### src/rtl/sio_cfg_pkg.sv
package sio_cfg_pkg;
  localparam logic [7:0] KEY_OPEN      = 8'h87;
  localparam logic [7:0] KEY_CLOSE     = 8'hAA;
  localparam logic [7:0] IDX_LDSEL     = 8'h07;
  localparam logic [7:0] IDX_DEVID_HI  = 8'h20;
  localparam logic [7:0] IDX_DEVID_LO  = 8'h21;
  localparam logic [7:0] IDX_REV       = 8'h22;
  localparam logic [7:0] IDX_VEND_HI   = 8'h23;
  localparam logic [7:0] IDX_VEND_LO   = 8'h24;
  localparam logic [7:0] IDX_LD_FIRST  = 8'h30;
  localparam logic [7:0] LD_GPIO       = 8'h06;
  localparam logic [15:0] VENDOR_ID    = 16'h1934;
  localparam logic [7:0] CLOSED_READ   = 8'hFF;

  typedef enum logic [1:0] {
    CFG_CLOSED = 2'd0,
    CFG_HALF   = 2'd1,
    CFG_OPEN   = 2'd2
  } cfg_state_e;
endpackage

### src/rtl/sio_unlock_fsm.sv
module sio_unlock_fsm
  import sio_cfg_pkg::*;
(
  input  logic       clk,
  input  logic       rst_n,
  input  logic       idx_wr,
  input  logic [7:0] wdata,
  output logic       unlocked
);
  cfg_state_e state;

  always_ff @(posedge clk) begin
    if (!rst_n) begin
      state <= CFG_CLOSED;
    end else if (idx_wr) begin
      case (state)
        CFG_CLOSED: state <= (wdata == KEY_OPEN) ? CFG_HALF : CFG_CLOSED;
        CFG_HALF:   state <= (wdata == KEY_OPEN) ? CFG_OPEN : CFG_CLOSED;
        CFG_OPEN:   if (wdata == KEY_CLOSE) state <= CFG_CLOSED;
        default:    state <= CFG_CLOSED;
      endcase
    end
  end

  assign unlocked = (state == CFG_OPEN);
endmodule

### src/rtl/sio_global_regs.sv
module sio_global_regs
  import sio_cfg_pkg::*;
#(
  parameter logic [15:0] DEV_ID  = 16'h1010,
  parameter logic [7:0]  DEV_REV = 8'h11
) (
  input  logic       clk,
  input  logic       rst_n,
  input  logic       unlocked,
  input  logic       idx_wr,
  input  logic       dat_wr,
  input  logic [7:0] wdata,
  output logic [7:0] index,
  output logic [7:0] ldsel,
  output logic [7:0] glb_rdata
);
  always_ff @(posedge clk) begin
    if (!rst_n) begin
      index <= 8'h00;
      ldsel <= 8'h00;
    end else begin
      if (unlocked && idx_wr && wdata != KEY_CLOSE) index <= wdata;
      if (unlocked && dat_wr && index == IDX_LDSEL) ldsel <= wdata;
    end
  end

  always_comb begin
    case (index)
      IDX_LDSEL:    glb_rdata = ldsel;
      IDX_DEVID_HI: glb_rdata = DEV_ID[15:8];
      IDX_DEVID_LO: glb_rdata = DEV_ID[7:0];
      IDX_REV:      glb_rdata = DEV_REV;
      IDX_VEND_HI:  glb_rdata = VENDOR_ID[15:8];
      IDX_VEND_LO:  glb_rdata = VENDOR_ID[7:0];
      default:      glb_rdata = 8'h00;
    endcase
  end
endmodule

### src/rtl/sio_gpio_ld.sv
module sio_gpio_ld #(
  parameter int          NUM_BANKS   = 4,
  parameter logic [7:0]  BASE_TOP    = 8'hF0,
  parameter logic [7:0]  BANK_STRIDE = 8'h10,
  localparam int         GPIO_W      = NUM_BANKS * 8
) (
  input  logic              clk,
  input  logic              rst_n,
  input  logic              wr_en,
  input  logic [7:0]        index,
  input  logic [7:0]        wdata,
  input  logic [GPIO_W-1:0] gpio_in,
  output logic [7:0]        rdata,
  output logic [GPIO_W-1:0] gpio_oe,
  output logic [GPIO_W-1:0] gpio_do,
  output logic [GPIO_W-1:0] gpio_pp
);
  logic [7:0] bank_rd [NUM_BANKS];

  for (genvar b = 0; b < NUM_BANKS; b++) begin : g_bank
    localparam logic [7:0] BASE = BASE_TOP - BANK_STRIDE * b;
    logic [7:0] dir_q, out_q, mode_q;
    logic       hit_dir, hit_out, hit_in, hit_mode;

    assign hit_dir  = (index == BASE);
    assign hit_out  = (index == BASE + 8'd1);
    assign hit_in   = (index == BASE + 8'd2);
    assign hit_mode = (index == BASE + 8'd3);

    always_ff @(posedge clk) begin
      if (!rst_n) begin
        dir_q  <= 8'h00;
        out_q  <= 8'h00;
        mode_q <= 8'h00;
      end else if (wr_en) begin
        if (hit_dir)  dir_q  <= wdata;
        if (hit_out)  out_q  <= wdata;
        if (hit_mode) mode_q <= wdata;
      end
    end

    always_comb begin
      bank_rd[b] = 8'h00;
      if (hit_dir)  bank_rd[b] = dir_q;
      if (hit_out)  bank_rd[b] = out_q;
      if (hit_in)   bank_rd[b] = gpio_in[8*b +: 8];
      if (hit_mode) bank_rd[b] = mode_q;
    end

    assign gpio_oe[8*b +: 8] = dir_q;
    assign gpio_do[8*b +: 8] = out_q;
    assign gpio_pp[8*b +: 8] = mode_q;
  end

  always_comb begin
    rdata = 8'h00;
    for (int b = 0; b < NUM_BANKS; b++) rdata = rdata | bank_rd[b];
  end
endmodule

### src/rtl/sio_cfg_port.sv
module sio_cfg_port
  import sio_cfg_pkg::*;
#(
  parameter logic [15:0] DEV_ID    = 16'h1010,
  parameter logic [7:0]  DEV_REV   = 8'h11,
  parameter int          NUM_BANKS = 4,
  localparam int         GPIO_W    = NUM_BANKS * 8
) (
  input  logic              clk,
  input  logic              rst_n,
  input  logic              io_addr,
  input  logic [7:0]        io_wdata,
  input  logic              io_wr,
  input  logic              io_rd,
  output logic [7:0]        io_rdata,
  input  logic [GPIO_W-1:0] gpio_in,
  output logic [GPIO_W-1:0] gpio_oe,
  output logic [GPIO_W-1:0] gpio_do,
  output logic [GPIO_W-1:0] gpio_pp
);
  logic       idx_wr, dat_wr, unlocked, ld_space, gpio_wr;
  logic [7:0] cfg_index, ldsel, glb_rdata, gpio_rdata, rd_next;

  assign idx_wr = io_wr && !io_addr;
  assign dat_wr = io_wr && io_addr;

  sio_unlock_fsm u_lock (
    .clk(clk), .rst_n(rst_n), .idx_wr(idx_wr), .wdata(io_wdata),
    .unlocked(unlocked)
  );

  sio_global_regs #(.DEV_ID(DEV_ID), .DEV_REV(DEV_REV)) u_glb (
    .clk(clk), .rst_n(rst_n), .unlocked(unlocked), .idx_wr(idx_wr),
    .dat_wr(dat_wr), .wdata(io_wdata), .index(cfg_index), .ldsel(ldsel),
    .glb_rdata(glb_rdata)
  );

  assign ld_space = (cfg_index >= IDX_LD_FIRST);
  assign gpio_wr  = unlocked && dat_wr && ld_space && (ldsel == LD_GPIO);

  sio_gpio_ld #(.NUM_BANKS(NUM_BANKS)) u_gpio (
    .clk(clk), .rst_n(rst_n), .wr_en(gpio_wr), .index(cfg_index),
    .wdata(io_wdata), .gpio_in(gpio_in), .rdata(gpio_rdata),
    .gpio_oe(gpio_oe), .gpio_do(gpio_do), .gpio_pp(gpio_pp)
  );

  always_comb begin
    if (!unlocked)              rd_next = CLOSED_READ;
    else if (!io_addr)          rd_next = cfg_index;
    else if (!ld_space)         rd_next = glb_rdata;
    else if (ldsel == LD_GPIO)  rd_next = gpio_rdata;
    else                        rd_next = 8'h00;
  end

  always_ff @(posedge clk) begin
    if (!rst_n)     io_rdata <= 8'h00;
    else if (io_rd) io_rdata <= rd_next;
  end
endmodule

### config.mk
export PLATFORM = sky130hd
export DESIGN_NAME = sio_cfg_port
export DESIGN_NICKNAME = d
export VERILOG_FILES = /design/src/rtl/sio_cfg_pkg.sv /design/src/rtl/sio_unlock_fsm.sv /design/src/rtl/sio_global_regs.sv /design/src/rtl/sio_gpio_ld.sv /design/src/rtl/sio_cfg_port.sv
export SDC_FILE = /design/constraint.sdc
export NUM_CORES = 1
export LEC_CHECK = 0
export ABC_CLOCK_PERIOD_IN_PS = 2400
export BUFFER_PORTS_ARGS = -buffer_cell sky130_fd_sc_hd__buf_2
export CAP_MARGIN = 10
export CORE_MARGIN = 1
export CORE_UTILIZATION = 23
export CTS_CLUSTER_SIZE = 28
export DETAILED_ROUTE_END_ITERATION = 6
export GPL_ROUTABILITY_DRIVEN = 0
export GPL_TIMING_DRIVEN = 0
export PLACE_DENSITY_LB_ADDON = 0.05
export SLEW_MARGIN = 10
export SYNTH_ARGS = -nofsm -noshare
export SYNTH_HDL_FRONTEND = slang
export SYNTH_SLANG_ARGS = --single-unit
### constraint.sdc
create_clock -name clk -period 2.4 [get_ports clk]
set_input_delay 0.12 -clock clk [delete_from_list [all_inputs] [get_ports clk]]
set_output_delay 0.12 -clock clk [all_outputs]
set_load 0.01 [all_outputs]
==> impl_metrics.csv <==
group,metric,value,unit
status,status,"finished, final reports clean",
setup_path,r2r-start,"u_glb.index[4]",
global_routing,grtUsageMet3,0.03662,
pwr,swShare,0.2597,
cts,insertion_delay,430,ps
synthesis,synth.distinct_cells,66,
cts,cts_buffer_depth,2,
pwr,seqPwrFrac,0.424,
synthesis,synth_xor_area_frac,0,
synthesis,yosysWarnings,0,
setup_path,crit_slowest_cell,"a221oi_1",
sta,worst_slew_pin_slew,797.4,ps
routing,drt-wirelength-per-cell,24.29,um
synthesis,avgSynthCellArea,9.155,um2
synthesis,netlist_area,6042,um2
placement,dp_hpwl,21210,um
cells_and_area,utilization,0.3081,
routing,drt-total-wl,28370,um
synthesis,synthArstFlopShare,0,
setup_path,critPathKind,"flop to flop",
routing,drc_errors,0,
floorplanning,fp-row-count,58,
sta,post-route-period-util,0.9936,
global_routing,grt-busiest-layer,"met2",
global_routing,use_met1,0.3047,
synthesis,synthAdderAreaFrac,0,
sta,slew_headroom,0.4684,
floorplanning,dieArea,26920,um2
synthesis,yosys.area_share.simple,0.2446,
pwr,intPower,3.568,mW
sta,clock.fmax,419.3,MHz
worst_hold_path,worstHoldPathType,"primary input to flop",
synthesis,yosysTopAreaCell,"dfxtp_1",
synthesis,synth_flop_cell,"dfxtp_1",
placement,io_buffers,143,
routing,dr.pass1.iters,5,
cts,cts_tree,"done",
cells_and_area,fillers,2715,
cts,clkTransAtPathRegs,60,ps
global_routing,grt_pass1_wl,40880,um
setup_path,end_kind,"flop",
sta,grt_setup_unrepaired,"true",
floorplanning,die_x,164.1,um
cells_and_area,diodes,0,
setup_path,critPathMaxFanout,10,
cells_and_area,drive_above_1_share,0.3126,
setup_path,cp.arrival,2690,ps
synthesis,netlist_instances,660,
pwr,ir_worst_vdd,441.9,uV
synthesis,synth_top_family_by_area,"simple AND/OR/NAND/NOR gates",
synthesis,synth-compound-area-share,0.2098,
worst_hold_path,min_from,"io_wdata[7]",
sta,final_hold_viol_count,0,
floorplanning,core_area,25470,um2
synthesis,synth_area_leaders,"dfxtp_1 40%, mux2i_1 7.1%, nand3_1 6.1%, o21ai_1 5.1%, nand2_1 4.5%",
synthesis,synth.top_cell.area_share,0.4042,
flow_run,cap_violations,0,
routing,routed_via_density,5.217,
sta,fin_ws,15.29,ps
sta,setup_violations,0,
pwr,p_clk_frac,0.533,
placement,pre_cts_slack,-450.9,ps
global_routing,grt_max_degree,17,
floorplanning,die_h,164.1,um
floorplanning,io_pins,149,
pwr,power_switching,1.251,mW
cts,cts_root_buf,"clkbuf_16",
setup_path,crit_buf_inv,2,
cts,htree_num_levels,4,
routing,ant_nets,0,
global_routing,grtUsageMet2,0.3297,
pwr,p_comb_frac,0.044,
setup_path,required,2710,ps
synthesis,yosysSeqAreaShare,0.4042,
cts,clkSinkCount,122,
global_routing,antenna_found_initial,0,
pwr,leakage,2.865,nW
setup_path,critPathLaunch,"u_glb.index[4]",
cells_and_area,syn_to_final_growth,29.88,%
routing,first_iter_violations,536,
routing,vias,6093,
sta,slew_violations,0,
setup_path,cpLargestDelayFamily,"buffers and inverters",
sta,worst_hold_slack,64.55,ps
setup_path,critical-path-max-stage-delay,500,ps
setup_path,cp-start-kind,"flop",
pwr,power.total,4.819,mW
cts,cts_buffers,17,
synthesis,ys_ff_latch,122,
synthesis,synth_edf_count,0,
global_routing,gr-total-overflow,0,
global_routing,grt_usage,0.2148,
cells_and_area,nets,870,
sta,period_minus_slack,2385,ps
sta,finClkSkew,9.274,ps
global_routing,grt_pass1_vias,5907,
synthesis,synth.net_count,705,
synthesis,synth_mux_area_frac,0.08801,
floorplanning,start_util,0.2372,
setup_path,path_cells,"clkbuf_1, clkbuf_2, nor2_1, a221oi_1, and4b_1, nor3_1",
pwr,powerDensity,614.0,nW/um2
==> logic make-up after synthesis <==
logic type / count (synthesis)
AO/OA/AOI/OAI: 191
buffers and inverters: 56
flip-flops: 122
multiplexers: 49
AND/OR/NAND/NOR: 242
==> metrics by stage <==
step | TNS, ps | instances | instance area, um2
6_report | 0 | 1168 | 7848
5_1_grt | -4.883 | 1168 | 7848
4_1_cts | 0 | 1165 | 7765
3_5_place_dp | -1521 | 1133 | 7171
3_3_place_gp | -1549 | 1133 | 7171
2_1_floorplan | 0 | 660 | 6042
==> cell usage in the layout (no fill, tap or decap), types with 10 or more instances in the layout <==
cell type,netlist,final
o221ai_1,12,12
a21oi_1,11,10
o21ai_0,23,21
buf_6,9,10
o21ai_1,61,63
nand2_1,73,73
dfxtp_1,122,122
mux2i_1,43,43
nand3_1,74,74
o2bb2ai_1,15,15
clkbuf_1,24,18
nor2b_1,21,21
buf_2,11,150
clkbuf_16,0,17
==> power by group through the flow <==
| stage | Combinational (mW) | Clock [mW] | Sequential (mW) |
|---|---|---|---|
| final | 0.210 | 2.57 | 2.04 |
| after global routing | 0.222 | 2.70 | 2.04 |
| after CTS | 0.209 | 2.60 | 2.04 |
| after detailed placement | 0.209 | 0 | 2.09 |
| after global placement | 0.208 | 0 | 2.09 |
| after floorplan | 0.0774 | 0 | 2.09 |
==> Yosys cell counts, types with 7 or more instances <==
| cell type | instances |
|---|---|
| o21ai_0 | 23 |
| buf_6 | 9 |
| nand3_4 | 8 |
| mux2i_1 | 43 |
| nand3_2 | 9 |
| dfxtp_1 | 122 |
| nand2_1 | 73 |
| a21boi_0 | 9 |
| buf_1 | 7 |
| clkbuf_1 | 24 |
| o21ai_1 | 61 |
| o221ai_1 | 12 |
| nor2_1 | 10 |
| nand3_1 | 74 |
| nor2b_1 | 21 |
| buf_2 | 11 |
| o21ai_2 | 8 |
| a21oi_1 | 11 |
| o2bb2ai_1 | 15 |
| a22oi_1 | 9 |
| a21boi_1 | 8 |
==> area by class of cell <==
class,count,area [um2],area share
multi-input cells,482,3331,0.4244
flip-flops and latches,122,2442,0.3112
repair buffers,146,738.2,0.09407
clock buffers,18,439.2,0.05596
well taps,330,412.9,0.05261
plain buffers,54,339.1,0.04321
clock inverters,14,137.6,0.01754
inverters,2,7.507,0.0009566
==> tightest hold or removal path: cells and delay by family <==
family | cells | cell delay (ps)
AOI/OAI and AO/OA | 1 | 50
buffers and inverters | 1 | 180
and+or+nand+nor | 1 | 90
==> flip-flops by register name, summed over array words and instances (netlist names) <==
signal / flops
u_gpio.g_bank.out_q: 32
u_glb.index: 8
u_glb.ldsel: 8
u_lock.state: 2
io_rdata: 8
u_gpio.g_bank.dir_q: 32
u_gpio.g_bank.mode_q: 32
==> layer usage <==
| metal | vias to the layer above | share of wire | wire, um |
|---|---|---|---|
| li1 | 2804 | - | - |
| met1 | 3029 | 0.48 | 13520 |
| met2 | 232 | 0.46 | 12920 |
| met3 | 28 | 0.051 | 1435 |
| met4 | 0 | 0.017 | 492 |
| met5 | - | 0 | 0 |
==> worst paths after layout <==
check                                to  slack, ps  depth (start not counted)
min          u_gpio.g_bank[3].mode_q[7]         60                          3
max reg2reg                 io_rdata[6]         20                          6
max                         io_rdata[6]         20                          6
min reg2reg   u_gpio.g_bank[0].dir_q[4]        480                          2
==> repair_timing <==
action | 4_1_cts | 5_1_grt
setup endpoints to repair | 9 | 21
cloned | 0 | 0
pin swaps | 0 | 2
buffers inserted | 0 | 3
gates resized for setup | 8 | 20
hold buffers | 0 | 0
No activity file was read; power rests on OpenSTA's default activity.
